$ cat config.mk
export PLATFORM = sky130hd
export DESIGN_NAME = strided_vload
export DESIGN_NICKNAME = d
export VERILOG_FILES = /design/src/rtl/vld_pkg.sv /design/src/rtl/vld_bank_timers.sv /design/src/rtl/vld_addr_gen.sv /design/src/rtl/vld_resp_pipe.sv /design/src/rtl/strided_vload.sv
export SDC_FILE = /design/constraint.sdc
export NUM_CORES = 1
export LEC_CHECK = 0
export BUFFER_PORTS_ARGS = -buffer_cell sky130_fd_sc_hd__buf_2
export CAP_MARGIN = 20
export CORE_MARGIN = 8
export CORE_UTILIZATION = 40
export CTS_BUF_LIST = sky130_fd_sc_hd__clkbuf_16
export CTS_CLUSTER_SIZE = 20
export DETAILED_ROUTE_END_ITERATION = 10
export PLACE_DENSITY = 0.71
export SLEW_MARGIN = 10
export SYNTH_ARGS = -nofsm -noshare
export SYNTH_HDL_FRONTEND = slang
export SYNTH_HIERARCHICAL = 1
export SYNTH_SLANG_ARGS = --single-unit
export TNS_END_PERCENT = 100
$ cat constraint.sdc
create_clock -name clk -period 3.52 [get_ports clk]
set_input_delay 0.352 -clock clk [delete_from_list [all_inputs] [get_ports clk]]
set_output_delay 0.352 -clock clk [all_outputs]
set_load 0.01 [all_outputs]
$ cat src/rtl/vld_pkg.sv
// Shared types for the strided vector load engine.
// Assumes: nothing beyond the IEEE 1800-2017 language.
package vld_pkg;
    // Phase of a load: idle, still sending requests, or waiting for the last returns.
    typedef enum logic [1:0] {
        VL_IDLE  = 2'd0,
        VL_ISSUE = 2'd1,
        VL_DRAIN = 2'd2
    } vl_phase_e;
endpackage

$ cat src/rtl/vld_bank_timers.sv
// One busy down-counter per memory bank. A request into a bank loads its
// counter so the bank reads free again exactly BUSY_CYC cycles later.
// Assumes: at most one request per cycle, and only into a free bank.
module vld_bank_timers #(
    parameter int NBANK    = 16,
    parameter int BANK_W   = 4,
    parameter int BUSY_CYC = 4
) (
    input  logic              clk,
    input  logic              rst_n,
    input  logic              iss,
    input  logic [BANK_W-1:0] iss_bank,
    output logic [NBANK-1:0]  bank_free
);
    localparam int TW = (BUSY_CYC > 1) ? $clog2(BUSY_CYC) : 1;
    localparam logic [TW-1:0] RELOAD = TW'(BUSY_CYC - 1);

    for (genvar b = 0; b < NBANK; b++) begin : g_bank
        logic [TW-1:0] cnt_q;

        // Load the bank's counter on a request to it, otherwise count down to zero.
        always_ff @(posedge clk) begin
            if (!rst_n)
                cnt_q <= '0;
            else if (iss && (iss_bank == BANK_W'(b)))
                cnt_q <= RELOAD;
            else if (cnt_q != '0)
                cnt_q <= cnt_q - 1'b1;
        end

        assign bank_free[b] = (cnt_q == '0);

        if (BUSY_CYC > 1) begin : g_hold
            // a bank just hit is not free in the next cycle
            a_r3_bank_hold: assert property (@(posedge clk) disable iff (!rst_n)
                (iss && (iss_bank == BANK_W'(b))) |=> !bank_free[b]);
            // a counting bank takes no request
            a_r3_no_hit_busy: assert property (@(posedge clk) disable iff (!rst_n)
                (!bank_free[b]) |-> !(iss && (iss_bank == BANK_W'(b))));
        end
    end
endmodule

$ cat src/rtl/vld_addr_gen.sv
// Element address and index generator. Holds the current address and
// element index. A load sets them to base and 0, and each advance adds the
// stride (modulo 2^ADDR_W) and bumps the index.
// Assumes: load and advance never arrive in the same cycle.
module vld_addr_gen #(
    parameter int ADDR_W = 16,
    parameter int LEN_W  = 5
) (
    input  logic              clk,
    input  logic              rst_n,
    input  logic              load,
    input  logic [ADDR_W-1:0] base,
    input  logic [ADDR_W-1:0] stride,
    input  logic              adv,
    output logic [ADDR_W-1:0] addr,
    output logic [LEN_W-1:0]  idx
);
    logic [ADDR_W-1:0] stride_q;

    // Keep the stride of the running command.
    always_ff @(posedge clk) begin
        if (!rst_n)
            stride_q <= '0;
        else if (load)
            stride_q <= stride;
    end

    // Step the address by the stride; the sum wraps at the address width.
    always_ff @(posedge clk) begin
        if (!rst_n)
            addr <= '0;
        else if (load)
            addr <= base;
        else if (adv)
            addr <= addr + stride_q;
    end

    // Count elements sent so far.
    always_ff @(posedge clk) begin
        if (!rst_n)
            idx <= '0;
        else if (load)
            idx <= '0;
        else if (adv)
            idx <= idx + 1'b1;
    end

    // each advance moves the address by exactly one stride
    a_r1_addr_step: assert property (@(posedge clk) disable iff (!rst_n)
        (adv && !load) |=> (addr == $past(addr) + $past(stride_q)));
    // the element index moves by one per advance
    a_r4_idx_step: assert property (@(posedge clk) disable iff (!rst_n)
        (adv && !load) |=> (idx == $past(idx) + 1'b1));
endmodule

$ cat src/rtl/vld_resp_pipe.sv
// Tag pipeline matching the fixed memory read latency. It carries a valid
// bit and the element index of each request for RD_LAT cycles, so the tag
// comes out in the same cycle as the memory's word.
// Assumes: RD_LAT is at least 1.
module vld_resp_pipe #(
    parameter int RD_LAT = 3,
    parameter int IDX_W  = 4
) (
    input  logic             clk,
    input  logic             rst_n,
    input  logic             in_v,
    input  logic [IDX_W-1:0] in_idx,
    output logic             out_v,
    output logic [IDX_W-1:0] out_idx
);
    logic             v_q   [RD_LAT];
    logic [IDX_W-1:0] idx_q [RD_LAT];

    for (genvar s = 0; s < RD_LAT; s++) begin : g_stage
        if (s == 0) begin : g_head
            // Capture the tag of the request sent this cycle.
            always_ff @(posedge clk) begin
                if (!rst_n) begin
                    v_q[0]   <= 1'b0;
                    idx_q[0] <= '0;
                end else begin
                    v_q[0]   <= in_v;
                    idx_q[0] <= in_idx;
                end
            end
        end else begin : g_body
            // Move the tag one stage along.
            always_ff @(posedge clk) begin
                if (!rst_n) begin
                    v_q[s]   <= 1'b0;
                    idx_q[s] <= '0;
                end else begin
                    v_q[s]   <= v_q[s-1];
                    idx_q[s] <= idx_q[s-1];
                end
            end
        end
    end

    assign out_v   = v_q[RD_LAT-1];
    assign out_idx = idx_q[RD_LAT-1];
endmodule

$ cat src/rtl/strided_vload.sv
// Strided vector load engine, top level. It takes a command (base, stride,
// count, destination register), sends one read per cycle at most in element
// order, and holds issue while the bank of the next element is busy. Each
// returned word is written to the destination register at its element index.
// Assumes: memory returns every word exactly RD_LAT cycles after its request,
// and RD_LAT >= 1.
module strided_vload #(
    parameter int ADDR_W    = 16,
    parameter int DATA_W    = 64,
    parameter int BANK_BITS = 4,
    parameter int BUSY_CYC  = 4,
    parameter int RD_LAT    = 3,
    parameter int VLEN_MAX  = 16,
    parameter int NUM_VREG  = 8,
    localparam int NBANK    = 1 << BANK_BITS,
    localparam int LEN_W    = $clog2(VLEN_MAX + 1),
    localparam int IDX_W    = (VLEN_MAX > 1) ? $clog2(VLEN_MAX) : 1,
    localparam int VD_W     = (NUM_VREG > 1) ? $clog2(NUM_VREG) : 1
) (
    input  logic              clk,
    input  logic              rst_n,
    input  logic              start,
    input  logic [ADDR_W-1:0] start_base,
    input  logic [ADDR_W-1:0] start_stride,
    input  logic [LEN_W-1:0]  start_len,
    input  logic [VD_W-1:0]   start_vd,
    output logic              busy,
    output logic              done,
    output logic              mem_req,
    output logic [ADDR_W-1:0] mem_addr,
    input  logic [DATA_W-1:0] mem_rdata,
    output logic              vr_we,
    output logic [VD_W-1:0]   vr_sel,
    output logic [IDX_W-1:0]  vr_idx,
    output logic [DATA_W-1:0] vr_wdata
);
    import vld_pkg::*;

    vl_phase_e          phase_q;
    logic [LEN_W-1:0]   len_q;
    logic [VD_W-1:0]    vd_q;
    logic [LEN_W-1:0]   wcnt_q;
    logic               done_q;
    logic               accept;
    logic               issue;
    logic               last_iss;
    logic               last_wr;
    logic [ADDR_W-1:0]  cur_addr;
    logic [LEN_W-1:0]   cur_idx;
    logic [NBANK-1:0]   bank_free;
    logic [BANK_BITS-1:0] cur_bank;
    logic               rsp_v;
    logic [IDX_W-1:0]   rsp_idx;

    assign accept   = start && (phase_q == VL_IDLE);
    assign cur_bank = cur_addr[BANK_BITS-1:0];
    assign issue    = (phase_q == VL_ISSUE) && bank_free[cur_bank];
    assign last_iss = issue && ((cur_idx + 1'b1) == len_q);
    assign last_wr  = rsp_v && ((wcnt_q + 1'b1) == len_q);

    vld_addr_gen #(
        .ADDR_W (ADDR_W),
        .LEN_W  (LEN_W)
    ) u_agen (
        .clk    (clk),
        .rst_n  (rst_n),
        .load   (accept),
        .base   (start_base),
        .stride (start_stride),
        .adv    (issue),
        .addr   (cur_addr),
        .idx    (cur_idx)
    );

    vld_bank_timers #(
        .NBANK    (NBANK),
        .BANK_W   (BANK_BITS),
        .BUSY_CYC (BUSY_CYC)
    ) u_banks (
        .clk       (clk),
        .rst_n     (rst_n),
        .iss       (issue),
        .iss_bank  (cur_bank),
        .bank_free (bank_free)
    );

    vld_resp_pipe #(
        .RD_LAT (RD_LAT),
        .IDX_W  (IDX_W)
    ) u_rsp (
        .clk     (clk),
        .rst_n   (rst_n),
        .in_v    (issue),
        .in_idx  (cur_idx[IDX_W-1:0]),
        .out_v   (rsp_v),
        .out_idx (rsp_idx)
    );

    // Step the load phase: idle -> issuing -> draining -> idle.
    always_ff @(posedge clk) begin
        if (!rst_n)
            phase_q <= VL_IDLE;
        else begin
            case (phase_q)
                VL_IDLE:  if (accept && (start_len != '0)) phase_q <= VL_ISSUE;
                VL_ISSUE: if (last_iss) phase_q <= VL_DRAIN;
                VL_DRAIN: if (last_wr) phase_q <= VL_IDLE;
                default:  phase_q <= VL_IDLE;
            endcase
        end
    end

    // Latch the count and destination register of a taken command.
    always_ff @(posedge clk) begin
        if (!rst_n) begin
            len_q <= '0;
            vd_q  <= '0;
        end else if (accept) begin
            len_q <= start_len;
            vd_q  <= start_vd;
        end
    end

    // Count register writes done for the current command.
    always_ff @(posedge clk) begin
        if (!rst_n)
            wcnt_q <= '0;
        else if (accept)
            wcnt_q <= '0;
        else if (rsp_v)
            wcnt_q <= wcnt_q + 1'b1;
    end

    // Pulse completion after the last write, or at once for an empty command.
    always_ff @(posedge clk) begin
        if (!rst_n)
            done_q <= 1'b0;
        else
            done_q <= last_wr || (accept && (start_len == '0));
    end

    assign busy     = (phase_q != VL_IDLE);
    assign done     = done_q;
    assign mem_req  = issue;
    assign mem_addr = cur_addr;
    assign vr_we    = rsp_v;
    assign vr_sel   = vd_q;
    assign vr_idx   = rsp_idx;
    assign vr_wdata = mem_rdata;

    // returns come back in element order
    a_r7_in_order: assert property (@(posedge clk) disable iff (!rst_n)
        vr_we |-> (LEN_W'(vr_idx) == wcnt_q));
    // no write beyond the commanded count
    a_r2_write_bound: assert property (@(posedge clk) disable iff (!rst_n)
        vr_we |-> (wcnt_q < len_q));
    // a write only happens inside a load
    a_r7_write_in_load: assert property (@(posedge clk) disable iff (!rst_n)
        vr_we |-> busy);
    // the completion pulse lasts one cycle and finds the engine idle
    a_r8_done_pulse: assert property (@(posedge clk) disable iff (!rst_n)
        done |=> !done);
    a_r8_done_idle: assert property (@(posedge clk) disable iff (!rst_n)
        done |-> !busy);
    // command fields hold while a load runs
    a_r9_hold_cmd: assert property (@(posedge clk) disable iff (!rst_n)
        (busy && $past(busy)) |-> ($stable(len_q) && $stable(vd_q)));
endmodule

==> results of run 1 <==
## critical path, cell delays in order, from the launching register on
cell and delay [ps]:
dfxtp_1 660, mux2i_1 150, a22oi_1 220, nand3_1 150
a21oi_2 480, buf_4 270, buf_2 150
## metrics by stage
stage / utilization / total power [mW] / setup slack [ps]
detailed placement: 0.405 / 2.95 / 870
global placement: 0.405 / 2.91 / 1010
finish: 0.426 / 3.93 / 727
CTS: 0.426 / 3.96 / 775
global route: 0.426 / 4.24 / 410
floorplan: - / 2.70 / 879
## layout by cell type, fill, tap and decap left out, drive strengths merged, types with 3 or more instances in the layout
master / instances
nand3: 16
a31oi: 4
clkbuf: 9
o211a: 3
nor2: 23
a211oi: 3
o21ai: 18
clkinv: 3
o211ai: 3
o22ai: 16
xnor2: 17
xor2: 29
o32ai: 16
and3: 5
nor2b: 52
buf: 74
dfxtp: 100
a21boi: 10
nand2b: 4
and2: 18
nand4: 9
ha: 34
inv: 42
a21o: 6
nand2: 42
mux2i: 29
or3b: 4
a21oi: 28
nand3b: 5
## area by class of cell
cell class                 count  area, µm²
tap                          184        230
fill                        1440       8210
timing repair buffer          74        383
clock inverter                 7       76.3
inverter                      40        150
sequential                   100       2000
clock buffer                   9        225
multi-input combinational    420       3030
## cell families (layout without fill, tap and decap cells)
kind of cell | after synthesis | count (layout) | synth area share
adder cells (fa/ha/maj) | 35 | 35 | 0.0769
flip-flops | 100 | 100 | 0.346
multiplexers | 29 | 29 | 0.0501
AO/OA/AOI/OAI | 127 | 127 | 0.152
buffers and inverters | 133 | 130 | 0.131
AND/OR/NAND/NOR | 183 | 183 | 0.174
XOR/XNOR | 46 | 46 | 0.0696
## state kept, by name, summed over array words and instances (netlist names)
signal,cells
u_banks/g_bank.cnt_q,32
u_agen/addr,16
u_agen/stride_q,16
u_rsp/idx_q,12
len_q,5
u_agen/idx,5
wcnt_q,5
u_rsp/v_q,3
vr_sel,3
phase_q,2
done,1
## routing by layer
metal,GRT usage,vias to the layer above,share of wire
met5,0,-,0
li1,-,2175,-
met2,0.217,103,0.45
met3,0.0333,10,0.055
met4,0.0470,0,0.011
met1,0.175,1920,0.48
## where the power goes
group	internal [mW]	switching [mW]	leakage, nW
Sequential	1.36	0.159	0.822
Combinational	0.679	0.737	1.62
Clock	0.556	0.442	0.148
## worst paths after layout
kind	start	to	slack [ps]	cells past startpoint
min reg2reg	u_rsp/idx_q[0][1]	u_rsp/idx_q[1][1]	430	1
min	start_base[0]	u_agen/addr[0]	250	2
max reg2reg	u_agen/addr[2]	u_agen/addr[9]	740	8
max	u_agen/addr[2]	mem_req	730	6
==> run_results.csv, run 1 <==
group,metric,value,unit
clock_tree,post_cts_buffers,0,
yosys,avgSynthCellArea,8.87,µm²
pwr,peakVddDrop,0.236,mV
detailed_routing,detail-route-antenna-nets,0,
yosys,synth_seq_area_share,0.346,
clock_tree,cts_tree,"done",
pwr,p_leak,2.59,nW
sta,tns,0,ps
clock_tree,root_buffer,"clkbuf_16",
setup_path,worstPathArrival,2440,ps
flow_run,maxCapViolCount,0,
setup_path,endpoint_kind,"output pin",
placement,dp_hpwl,8920,µm
clock_tree,clk_pin_slew,70,ps
setup_path,critPathMaxFanout,14,
detailed_routing,viasPerCell,5.05,
sta,whs,255,ps
detailed_routing,wl_per_cell,14.5,µm
floorplan,die_h,136,µm
grt,antenna_found_initial,0,
worst_hold_path,hold_class,"input port to register",
sta,finalCriticalPeriod,2790,ps
floorplan,num_rows,44,
grt,grt_use_total,0.136,
sta,finalCritPeriodShare,0.793,
cells_and_area,drive_above_1_share,0.166,
yosys,synth_cell_types,59,
grt,grt_remaining_overflow,0,
sta,finalMaxSlewViolations,0,
yosys,yosys-top-cells-area,"dfxtp_1, buf_4, ha_1",
yosys,ys_top_cells_by_count,"dfxtp_1, buf_4, nor2b_1",
yosys,syn_nets,795,
detailed_routing,vias,4208,
detailed_routing,route.detailed.drc,0,
clock_tree,cts.path.max_buffers,2,
yosys,synth.top_cell.area_share,0.346,
sta,worstMarginPinSlew,989,ps
floorplan,ios,198,
placement,dpl_cell_area,5800,µm²
sta,hold_violations,0,
status,status,"finished, final reports clean",
setup_path,criticalPathCategory,"register to output pin",
placement,place_congestion,0.864,
floorplan,start_util,0.405,
floorplan,core-area,14300,µm²
yosys,synth_cells,653,
pwr,power.density,644,nW/µm²
cells_and_area,stdcell_area,6100,µm²
yosys,synth_top_cell_by_area,"dfxtp_1",
placement,dp_cells,818,
yosys,synthFlopType,"dfxtp_1",
clock_tree,cts-hold-fix-buffers,0,
yosys,async_flop_share,0,
yosys,synth_most_common_cell,"dfxtp_1",
detailed_routing,dr.pass1.iters,4,
sta,fmaxAchievable,358,MHz
yosys,ys.warnings.count,6,
sta,relSlewSlack,0.340,
grt,grt_pass1_wl,20700,µm
clock_tree,htree_levels,3,
clock_tree,numCtsBuffers,9,
detailed_routing,drt-initial-drc-count,246,
sta,finalSetupViolCount,0,
yosys,synth-edff-count,0,
cells_and_area,instances_no_fill,834,
grt,grt_max_degree,50,
clock_tree,cts_resized,0,
placement,port_buffers,69,
clock_tree,clock_latency,340,ps
yosys,netlist_area,5790,µm²
setup_path,cp.required,3170,ps
grt,grt_pass1_vias,4175,
clock_tree,cts.sinks,100,
cells_and_area,nets,787,
sta,clock_skew,7.40,ps
yosys,synth-seq-cells,100,
sta,rsz0062_at_grt,"no",
floorplan,die-area,18600,µm²
setup_path,worstSetupStartpointType,"register",
cells_and_area,areaGrowthSynthToFinish,5.31,%
cells_and_area,num_antenna_cells,0,
detailed_routing,drt_wl_total,12100,µm
floorplan,die_x,136,µm
Note: power is estimated with default switching activity, not from simulation.
==> run 2, diff against run 1 <==
==> constraint.sdc (replaced) <==
create_clock -name clk -period 2.91 [get_ports clk]
set_input_delay 0.291 -clock clk [delete_from_list [all_inputs] [get_ports clk]]
set_output_delay 0.291 -clock clk [all_outputs]
set_load 0.01 [all_outputs]
==> run_results.csv, run 2 (synthesis gave the netlist of run 1 again) <==
group,metric,value,unit
setup_path,cp_cell_sequence,"mux2i_1 -> a22oi_1 -> nand3_1 -> a21oi_2 -> buf_12 -> inv_1 -> a2111oi_0 -> a31oi_1 -> a21boi_1",
cells_and_area,top_register,"u_banks/g_bank.cnt_q",
sta,hold_violations,0,
setup_path,critPathMaxFanout,26,
cells_and_area,layout_commonest_cell,"dfxtp_1",
grt,grt_use_total,0.137,
floorplan,die-area,18600,µm²
floorplan,num_rows,44,
flow_run,maxCapViolCount,0,
setup_path,criticalPathCategory,"register to register",
clock_tree,clk_pin_slew,70,ps
detailed_routing,dr.pass1.iters,4,
cells_and_area,nets,788,
placement,dpl_cell_area,5840,µm²
cells_and_area,largest_reg_flops,32,
worst_hold_path,hold_class,"input port to register",
sta,clock_skew,7.97,ps
sta,finalCriticalPeriod,2570,ps
cells_and_area,multi_input_area,3030,µm²
floorplan,core-area,14300,µm²
sta,tns,0,ps
sta,finalCritPeriodShare,0.884,
clock_tree,htree_levels,3,
floorplan,die_h,136,µm
sta,finalMaxSlewViolations,0,
sta,relSlewSlack,0.608,
clock_tree,post_cts_buffers,0,
grt,gr-usage-met1,0.172,
status,status,"finished, final reports clean",
clock_tree,clock_latency,340,ps
setup_path,crit_slowest_cell,"dfxtp_1",
cells_and_area,mostFrequentLayoutCells,"dfxtp_1, buf_2, nor2b_1",
clock_tree,cts_tree,"done",
pwr,p_total,4.66,mW
cells_and_area,reg_top3,"u_banks/g_bank.cnt_q x32, u_agen/addr x16, u_agen/stride_q x16",
placement,dpl_worst_slack,384,ps
grt,grt_pass1_wl,20800,µm
setup_path,endpoint_kind,"register",
detailed_routing,drt_wl_total,12400,µm
floorplan,die_x,136,µm
cells_and_area,areaGrowthSynthToFinish,5.53,%
clock_tree,numCtsBuffers,9,
placement,port_buffers,69,
detailed_routing,route.detailed.drc,0,
cells_and_area,register_area,2000,µm²
grt,grt_pass1_vias,4284,
detailed_routing,detail-route-antenna-nets,0,
cells_and_area,stdcell_area,6110,µm²
cells_and_area,drive_above_1_share,0.167,
floorplan,ios,198,
cells_and_area,instances_no_fill,835,
grt,grt_max_degree,37,
clock_tree,root_buffer,"clkbuf_16",
grt,grtUsageMet2,0.223,
setup_path,worstPathArrival,2840,ps
grt,grt_remaining_overflow,0,
pwr,peakVddDrop,0.348,mV
grt,met3_usage,0.0384,
grt,busiest_layer,"met2",
setup_path,cp.required,3180,ps
detailed_routing,viasPerCell,5.16,
setup_path,worstSetupStartpointType,"register",
sta,rsz0062_at_grt,"no",
placement,dp_cells,819,
floorplan,start_util,0.405,
placement,dp_hpwl,8960,µm
detailed_routing,drt-initial-drc-count,230,
sta,finalSetupViolCount,0,
sta,worstMarginPinSlew,589,ps
detailed_routing,vias,4312,
cells_and_area,num_antenna_cells,0,
clock_tree,cts.sinks,100,
clock_tree,cts_resized,0,
detailed_routing,wl_per_cell,14.9,µm
sta,setup_ws,339,ps
pwr,power.density,762,nW/µm²
setup_path,max_stage_delay,690,ps
clock_tree,cts-hold-fix-buffers,0,
cells_and_area,num-fill-cells,1438,
grt,antenna_found_initial,0,
pwr,p_leak,2.59,nW
clock_tree,cts.path.max_buffers,2,
placement,place_congestion,0.821,
sta,fmaxAchievable,389,MHz
==> run 2: final timing paths <==
path	from	cells past startpoint	slack [ps]	to
max	u_agen/addr[2]	9	340	u_agen/addr[15]
min	start_base[0]	2	180	u_agen/addr[0]
max reg2reg	u_agen/addr[2]	9	340	u_agen/addr[15]
min reg2reg	u_rsp/idx_q[1][2]	1	430	u_rsp/idx_q[2][2]
==> run 2: layout make-up <==
| cell class | count | area share |
|---|---|---|
| flip-flops and latches | 100 | 0.328 |
| repair buffers | 75 | 0.0700 |
| clock buffers | 9 | 0.0368 |
| multi-input cells | 420 | 0.496 |
| clock inverters | 7 | 0.00716 |
| well taps | 184 | 0.0377 |
| inverters | 40 | 0.0246 |
==> run 2: through the flow <==
stage / hold slack, ps / util
2_1_floorplan: 412 / -
6_report: 181 / 0.427
4_1_cts: 173 / 0.427
3_3_place_gp: 416 / 0.408
5_1_grt: 172 / 0.427
3_5_place_dp: 418 / 0.408
==> run 2: worst max-delay path: cells and delay by family (launching register included) <==
family / cells / cell delay (ps)
AO/OA/AOI/OAI: 5 / 1080
flip-flops: 1 / 690
buffers and inverters: 2 / 400
multiplexers: 1 / 160
AND/OR/NAND/NOR: 1 / 160
==> run 2: power breakdown <==
| part | switching, mW | leakage [nW] | internal [mW] | total, mW |
|---|---|---|---|---|
| Combinational | 0.886 | 1.64 | 0.830 | 1.72 |
| Sequential | 0.200 | 0.822 | 1.64 | 1.84 |
| Clock | 0.521 | 0.133 | 0.575 | 1.10 |
| Total | 1.61 | 2.59 | 3.05 | 4.66 |
==> run 2: routing by layer <==
metal / share of wire / vias up
met5: 0 / -
met4: 0.012 / 0
met3: 0.053 / 12
met2: 0.46 / 107
met1: 0.47 / 2014
li1: - / 2179
